### src/rtl/pgwr_pkg.sv
package pgwr_pkg;

    localparam int ADDR_W     = 13;
    localparam int DATA_W     = 8;
    localparam int OFF_W      = 6;
    localparam int PAGE_BYTES = 1 << OFF_W;
    localparam int PAGE_W     = ADDR_W - OFF_W;

    typedef logic [ADDR_W-1:0] addr_t;
    typedef logic [OFF_W-1:0]  off_t;
    typedef logic [PAGE_W-1:0] page_t;
    typedef logic [DATA_W-1:0] byte_t;

    typedef enum logic [1:0] {
        ST_IDLE = 2'd0,
        ST_LOAD = 2'd1,
        ST_PROG = 2'd2
    } state_e;

    typedef struct packed {
        page_t page;
        off_t  off;
        byte_t data;
    } load_t;

    function automatic page_t page_of(input addr_t a);
        return a[ADDR_W-1:OFF_W];
    endfunction

    function automatic off_t off_of(input addr_t a);
        return a[OFF_W-1:0];
    endfunction

endpackage

### src/rtl/pgwr_counter.sv
module pgwr_counter #(
    parameter int MAX = 16,
    localparam int CW = $clog2(MAX + 1)
) (
    input  logic          clk,
    input  logic          rst,
    input  logic          clear,
    input  logic          en,
    output logic [CW-1:0] cnt
);

    always_ff @(posedge clk) begin
        if (rst || clear) begin
            cnt <= '0;
        end else if (en) begin
            cnt <= cnt + 1'b1;
        end
    end

endmodule

### src/rtl/pgwr_buffer.sv
module pgwr_buffer
    import pgwr_pkg::*;
(
    input  logic  clk,
    input  logic  rst,
    input  logic  clr,
    input  logic  wr,
    input  off_t  wr_off,
    input  byte_t wr_data,
    input  off_t  rd_off,
    output byte_t rd_data,
    output logic  rd_loaded
);

    logic [PAGE_BYTES-1:0] vld_vec;
    byte_t                 dat_arr [PAGE_BYTES];

    for (genvar g = 0; g < PAGE_BYTES; g++) begin : g_slot
        logic  vld;
        byte_t dat;
        logic  hit;

        assign hit = wr && (wr_off == off_t'(g));

        always_ff @(posedge clk) begin
            if (rst) begin
                vld <= 1'b0;
                dat <= '0;
            end else if (hit) begin
                vld <= 1'b1;
                dat <= wr_data;
            end else if (clr) begin
                vld <= 1'b0;
            end
        end

        assign vld_vec[g] = vld;
        assign dat_arr[g] = dat;
    end

    assign rd_data   = dat_arr[rd_off];
    assign rd_loaded = vld_vec[rd_off];

endmodule

### src/rtl/pgwr_ctrl.sv
module pgwr_ctrl
    import pgwr_pkg::*;
#(
    parameter int WIN_CYC  = 5000,
    parameter int PROG_CYC = 250000
) (
    input  logic              clk,
    input  logic              rst,
    input  logic              wr_en,
    input  logic [ADDR_W-1:0] wr_addr,
    input  logic [DATA_W-1:0] wr_data,
    output logic              busy,
    output logic              page_err,
    output logic              commit_valid,
    output logic [ADDR_W-1:0] commit_addr,
    output logic [DATA_W-1:0] commit_data
);

    localparam int WCW = $clog2(WIN_CYC + 1);
    localparam int PCW = $clog2(PROG_CYC + 1);
    localparam logic [WCW-1:0] WIN_LAST  = WCW'(WIN_CYC - 1);
    localparam logic [PCW-1:0] PROG_LAST = PCW'(PROG_CYC - 1);
    localparam logic [PCW-1:0] SCAN_END  = PCW'(PAGE_BYTES);

    state_e         state_q;
    page_t          page_q;
    logic           err_q;
    load_t          ld;
    logic           take_first, take_more, foreign, take;
    logic [WCW-1:0] win_cnt;
    logic [PCW-1:0] prog_cnt;
    logic           win_done, prog_done, scanning;
    byte_t          rd_data;
    logic           rd_loaded;

    assign ld = '{page: page_of(wr_addr), off: off_of(wr_addr), data: wr_data};

    assign take_first = (state_q == ST_IDLE) && wr_en;
    assign take_more  = (state_q == ST_LOAD) && wr_en && (ld.page == page_q);
    assign foreign    = (state_q == ST_LOAD) && wr_en && (ld.page != page_q);
    assign take       = take_first || take_more;

    pgwr_counter #(.MAX(WIN_CYC)) u_win (
        .clk   (clk),
        .rst   (rst),
        .clear (take),
        .en    (state_q == ST_LOAD),
        .cnt   (win_cnt)
    );

    pgwr_counter #(.MAX(PROG_CYC)) u_prog (
        .clk   (clk),
        .rst   (rst),
        .clear (state_q != ST_PROG),
        .en    (state_q == ST_PROG),
        .cnt   (prog_cnt)
    );

    assign win_done  = (win_cnt == WIN_LAST);
    assign prog_done = (prog_cnt == PROG_LAST);
    assign scanning  = (state_q == ST_PROG) && (prog_cnt < SCAN_END);

    pgwr_buffer u_buf (
        .clk       (clk),
        .rst       (rst),
        .clr       (take_first),
        .wr        (take),
        .wr_off    (ld.off),
        .wr_data   (ld.data),
        .rd_off    (prog_cnt[OFF_W-1:0]),
        .rd_data   (rd_data),
        .rd_loaded (rd_loaded)
    );

    always_ff @(posedge clk) begin
        if (rst) begin
            state_q <= ST_IDLE;
            page_q  <= '0;
            err_q   <= 1'b0;
        end else begin
            if (foreign) begin
                err_q <= 1'b1;
            end
            unique case (state_q)
                ST_IDLE: begin
                    if (take_first) begin
                        page_q  <= ld.page;
                        state_q <= ST_LOAD;
                    end
                end
                ST_LOAD: begin
                    if (!take_more && win_done) begin
                        state_q <= ST_PROG;
                    end
                end
                ST_PROG: begin
                    if (prog_done) begin
                        state_q <= ST_IDLE;
                    end
                end
                default: state_q <= ST_IDLE;
            endcase
        end
    end

    assign busy         = (state_q == ST_PROG);
    assign page_err     = err_q;
    assign commit_valid = scanning && rd_loaded;
    assign commit_addr  = {page_q, prog_cnt[OFF_W-1:0]};
    assign commit_data  = rd_data;

endmodule

### config.mk
export PLATFORM = sky130hd
export DESIGN_NAME = pgwr_ctrl
export DESIGN_NICKNAME = d
export VERILOG_FILES = /design/src/rtl/pgwr_pkg.sv /design/src/rtl/pgwr_counter.sv /design/src/rtl/pgwr_buffer.sv /design/src/rtl/pgwr_ctrl.sv
export SDC_FILE = /design/constraint.sdc
export NUM_CORES = 2
export LEC_CHECK = 0
export ABC_AREA = 1
export BUFFER_PORTS_ARGS = -buffer_cell sky130_fd_sc_hd__buf_2
export CELL_PAD_IN_SITES_DETAIL_PLACEMENT = 1
export CELL_PAD_IN_SITES_GLOBAL_PLACEMENT = 1
export CORE_AREA = 2 2 273 275
export CTS_CLUSTER_SIZE = 24
export DETAILED_ROUTE_END_ITERATION = 7
export DIE_AREA = 0 0 275 277
export PLACE_DENSITY_LB_ADDON = 0.1
export SLEW_MARGIN = 0
export SYNTH_ARGS = -nofsm -noshare
export SYNTH_HDL_FRONTEND = slang
export SYNTH_SLANG_ARGS = --single-unit
### constraint.sdc
create_clock -name clk -period 5.95 [get_ports clk]
set_input_delay 1.4875 -clock clk [delete_from_list [all_inputs] [get_ports clk]]
set_output_delay 1.4875 -clock clk [all_outputs]
set_load 0.02 [all_outputs]
==> impl_metrics.py <==
metrics = {
    "outcome": {
        "status": "finished clean",
    },
    "routing": {
        "detail-route-antenna-nets": 0,
        "vias_per_cell": 5.722,
        "drt-pass1-iter-count": 6,
        "num_vias": 29730,
        "drtIter0Drc": 2496,
        "drc": 0,
        "avgRoutedWirePerCell_microns": 22.29,
        "finalWirelength_microns": 115800,
    },
    "timing": {
        "worst_slack_ns": 1.083,
        "layout_min_cycle_time_ns": 4.867,
        "finalSetupViolations": 0,
        "maxSlewViolCount": 0,
        "final_hold_viol_count": 0,
        "tns_ns": 0,
        "rsz0062_at_grt": "false",
        "tightest_slew_ns": 1.199,
        "max_freq_mhz": 205.5,
        "finalCritPeriodShare_pct": 81.80,
        "finClkSkew_ns": 0.02091,
        "max-slew-margin-rel_pct": 20.04,
    },
    "cts": {
        "clock_sinks": 617,
        "cts_setup_buffers": 0,
        "cts_tree": "done",
        "clkLatencyLatePin_ns": 0.63,
        "cts_resized": 0,
        "cts_root_buffer": "clkbuf_16",
        "path_clk_slew_ns": 0.06,
        "ctsHoldBuffers": 0,
        "htree_num_levels": 3,
        "cts_buffers": 73,
        "cts.path.max_buffers": 3,
    },
    "cells_and_area": {
        "final_nets": 4199,
        "final_cells": 5195,
        "stdcell_area_sq_um": 32230,
        "postLayoutCoreUtil_pct": 43.81,
        "drive_gt1_share_pct": 7.929,
        "area_growth_pct": 10.82,
    },
    "global_route": {
        "grt_pass1_wl_microns": 177700,
        "antenna_found_initial": 1,
        "grt_pass1_vias": 29250,
        "grt_max_degree": 145,
        "grt_overflow": 0,
        "grt_usage_pct": 29.82,
    },
    "floorplanning": {
        "core_region_area_sq_um": 73570,
        "die_w_microns": 275,
        "start_util_pct": 39.53,
        "die_area_sq_um": 76180,
        "fp-row-count": 100,
        "fp.dieH_microns": 277,
        "num_io_pins": 48,
    },
    "synthesis": {
        "synthMuxAreaShare_pct": 0,
        "yosys_warnings": 0,
        "synth_compound_area_share_pct": 16.39,
        "synth_top_area_share_pct": 42.47,
        "synth_adder_area_share_pct": 0.08604,
        "synth-seq-cells": 617,
        "synth_seq_area_share_pct": 42.47,
        "yosys.area_share.simple_pct": 33.72,
        "ys_top_cells_by_area": "dfxtp_1, nand2_1, nand3_1, a21oi_1, nor2_1",
        "synth_xor_area_share_pct": 0.3614,
        "avgSynthCellArea_sq_um": 6.756,
        "netlist_area_sq_um": 29090,
        "yosysTopAreaCell": "dfxtp_1",
        "synth_top_family_by_area": "simple AND/OR/NAND/NOR gates",
        "ys_types": 32,
        "syn_nets": 4331,
        "synth_cells": 4305,
    },
    "critical_path": {
        "critPathArrivalTime_ns": 3.38,
        "critPathRequiredTime_ns": 4.46,
        "crit_type": "reg2out",
        "cp_slowest_cell": "inv_4",
        "crit_buf_inv": 4,
        "r2r_end": "u_buf.g_slot[63].dat[3]",
        "path_common_cell": "nand2_1",
        "max_stage_delay_ns": 0.67,
        "crit_start": "u_prog.cnt[1]",
        "r2r-start": "state_q[1]",
        "reg2reg_depth": 7,
        "path_delay_family": "buffers and inverters",
        "cp-start-kind": "flop",
        "critPathCaptureType": "output port",
        "ff2ff_setup_slack_ns": 2.89,
        "path_depth": 12,
        "worstPathMaxFanout": 58,
        "crit_end": "commit_data[5]",
        "crit_chain": "inv_4 -> buf_4 -> nor2_1 -> o21ai_0 -> nand3_1 -> nand3_1 -> nand2_1 -> nand2_1 -> nand2_1 -> inv_1 -> nand2_1 -> buf_2",
    },
    "hold_path": {
        "hold_path_class": "reg2reg",
    },
    "placed_design": {
        "place_area_sq_um": 29750,
        "io_buffers": 47,
        "hpwlAfterDp_microns": 70660,
        "pre_cts_slack_ns": 1.811,
        "gp_congestion": 0.8515,
        "placed_cells": 5067,
    },
    "power_and_ir_drop": {
        "power_density_nw_per_um2": 314.5,
        "ir_drop_mv": 0.2058,
        "power_leakage_nw": 10.72,
    },
    "job": {
        "drv_cap": 0,
    },
}
-- flip-flops by register name, indices dropped and copies added (netlist names) --
name and count:
u_buf.g_slot.dat 512, u_buf.g_slot.vld 64, u_prog.cnt 18, u_win.cnt 13, page_q 7, state_q 2
page_err 1
-- cell usage after synthesis (all sizes together) --
library cell	n
a21oi	620
a31oi	1
buf	138
clkbuf	189
clkinv	5
dfxtp	617
ha	2
inv	107
nand2	974
nand3	679
nand3b	2
nand4	15
nor2	616
nor3	12
nor3b	2
nor4	1
o211ai	44
o21a	1
o21ai	264
or2	4
xnor2	5
xor2	7
-- cell usage in the layout (no fill, tap or decap), drive strengths merged, types with 6 or more instances in the layout --
master,count
a21oi,620
buf,120
bufinv,6
clkbuf,110
clkinv,13
dfxtp,617
inv,110
nand2,974
nand3,679
nand4,15
nor2,616
nor3,12
o211ai,44
o21ai,264
xor2,7
-- kinds of logic after synthesis --
logic type / Yosys count
compound gates: 930
xor+xnor: 12
fa+ha+maj: 2
buf+inv: 439
flops: 617
simple gates: 2305
-- stage by stage --
stage	hold WS [ns]	power (mW)
after global placement	0.4452	5.499
after detailed placement	0.4489	5.501
after global routing	0.4719	10.46
after floorplan	0.4374	5.090
after CTS	0.4581	10.20
final	0.4581	10.14
-- area by class of cell --
type / instances / area, sq um
inverter: 112 / 430.4
timing repair buffer: 120 / 1013
antenna: 1 / 2.502
tap: 969 / 1212
sequential: 617 / 12360
multi-input combinational: 3249 / 14730
fill: 9455 / 41340
clock buffer: 110 / 2241
clock inverter: 17 / 242.7
-- where the power goes --
| group | leakage, nW | switching (mW) | internal [mW] |
|---|---|---|---|
| Clock | 1.23 | 1.87 | 2.85 |
| Sequential | 4.97 | 0.0242 | 4.16 |
| Combinational | 4.52 | 0.961 | 0.276 |
-- per-layer routing --
metal	vias up	wire [microns]	GRT usage (%)
met1	14830	53710	41.61
met3	156	5303	3.486
met2	669	54380	48.83
met5	-	13	0
met4	2	2382	7.304
li1	14070	-	-
-- how the worst min path moves through the flow --
stage / startpoint / to / slack [ns] / cells after the start
final: u_buf.g_slot[45].dat[5] / u_buf.g_slot[45].dat[5] / 0.46 / 2
after global routing: u_buf.g_slot[1].dat[6] / u_buf.g_slot[1].dat[6] / 0.47 / 2
after CTS: u_buf.g_slot[45].dat[5] / u_buf.g_slot[45].dat[5] / 0.46 / 2
after detailed placement: u_buf.g_slot[5].dat[3] / u_buf.g_slot[5].dat[3] / 0.45 / 2
after global placement: u_buf.g_slot[1].dat[4] / u_buf.g_slot[1].dat[4] / 0.45 / 2
after floorplan: u_buf.g_slot[11].dat[0] / u_buf.g_slot[11].dat[0] / 0.44 / 2
-- worst reg2reg max path, stage by stage (launching register included) --
cell	delay, ns
dfxtp_1	0.34
nor2_1	0.23
nand2_4	0.61
nand2_8	0.86
buf_12	0.37
nand2_1	0.30
nand2_1	0.15
a21oi_1	0.07
(Power assumes the default switching activity.)
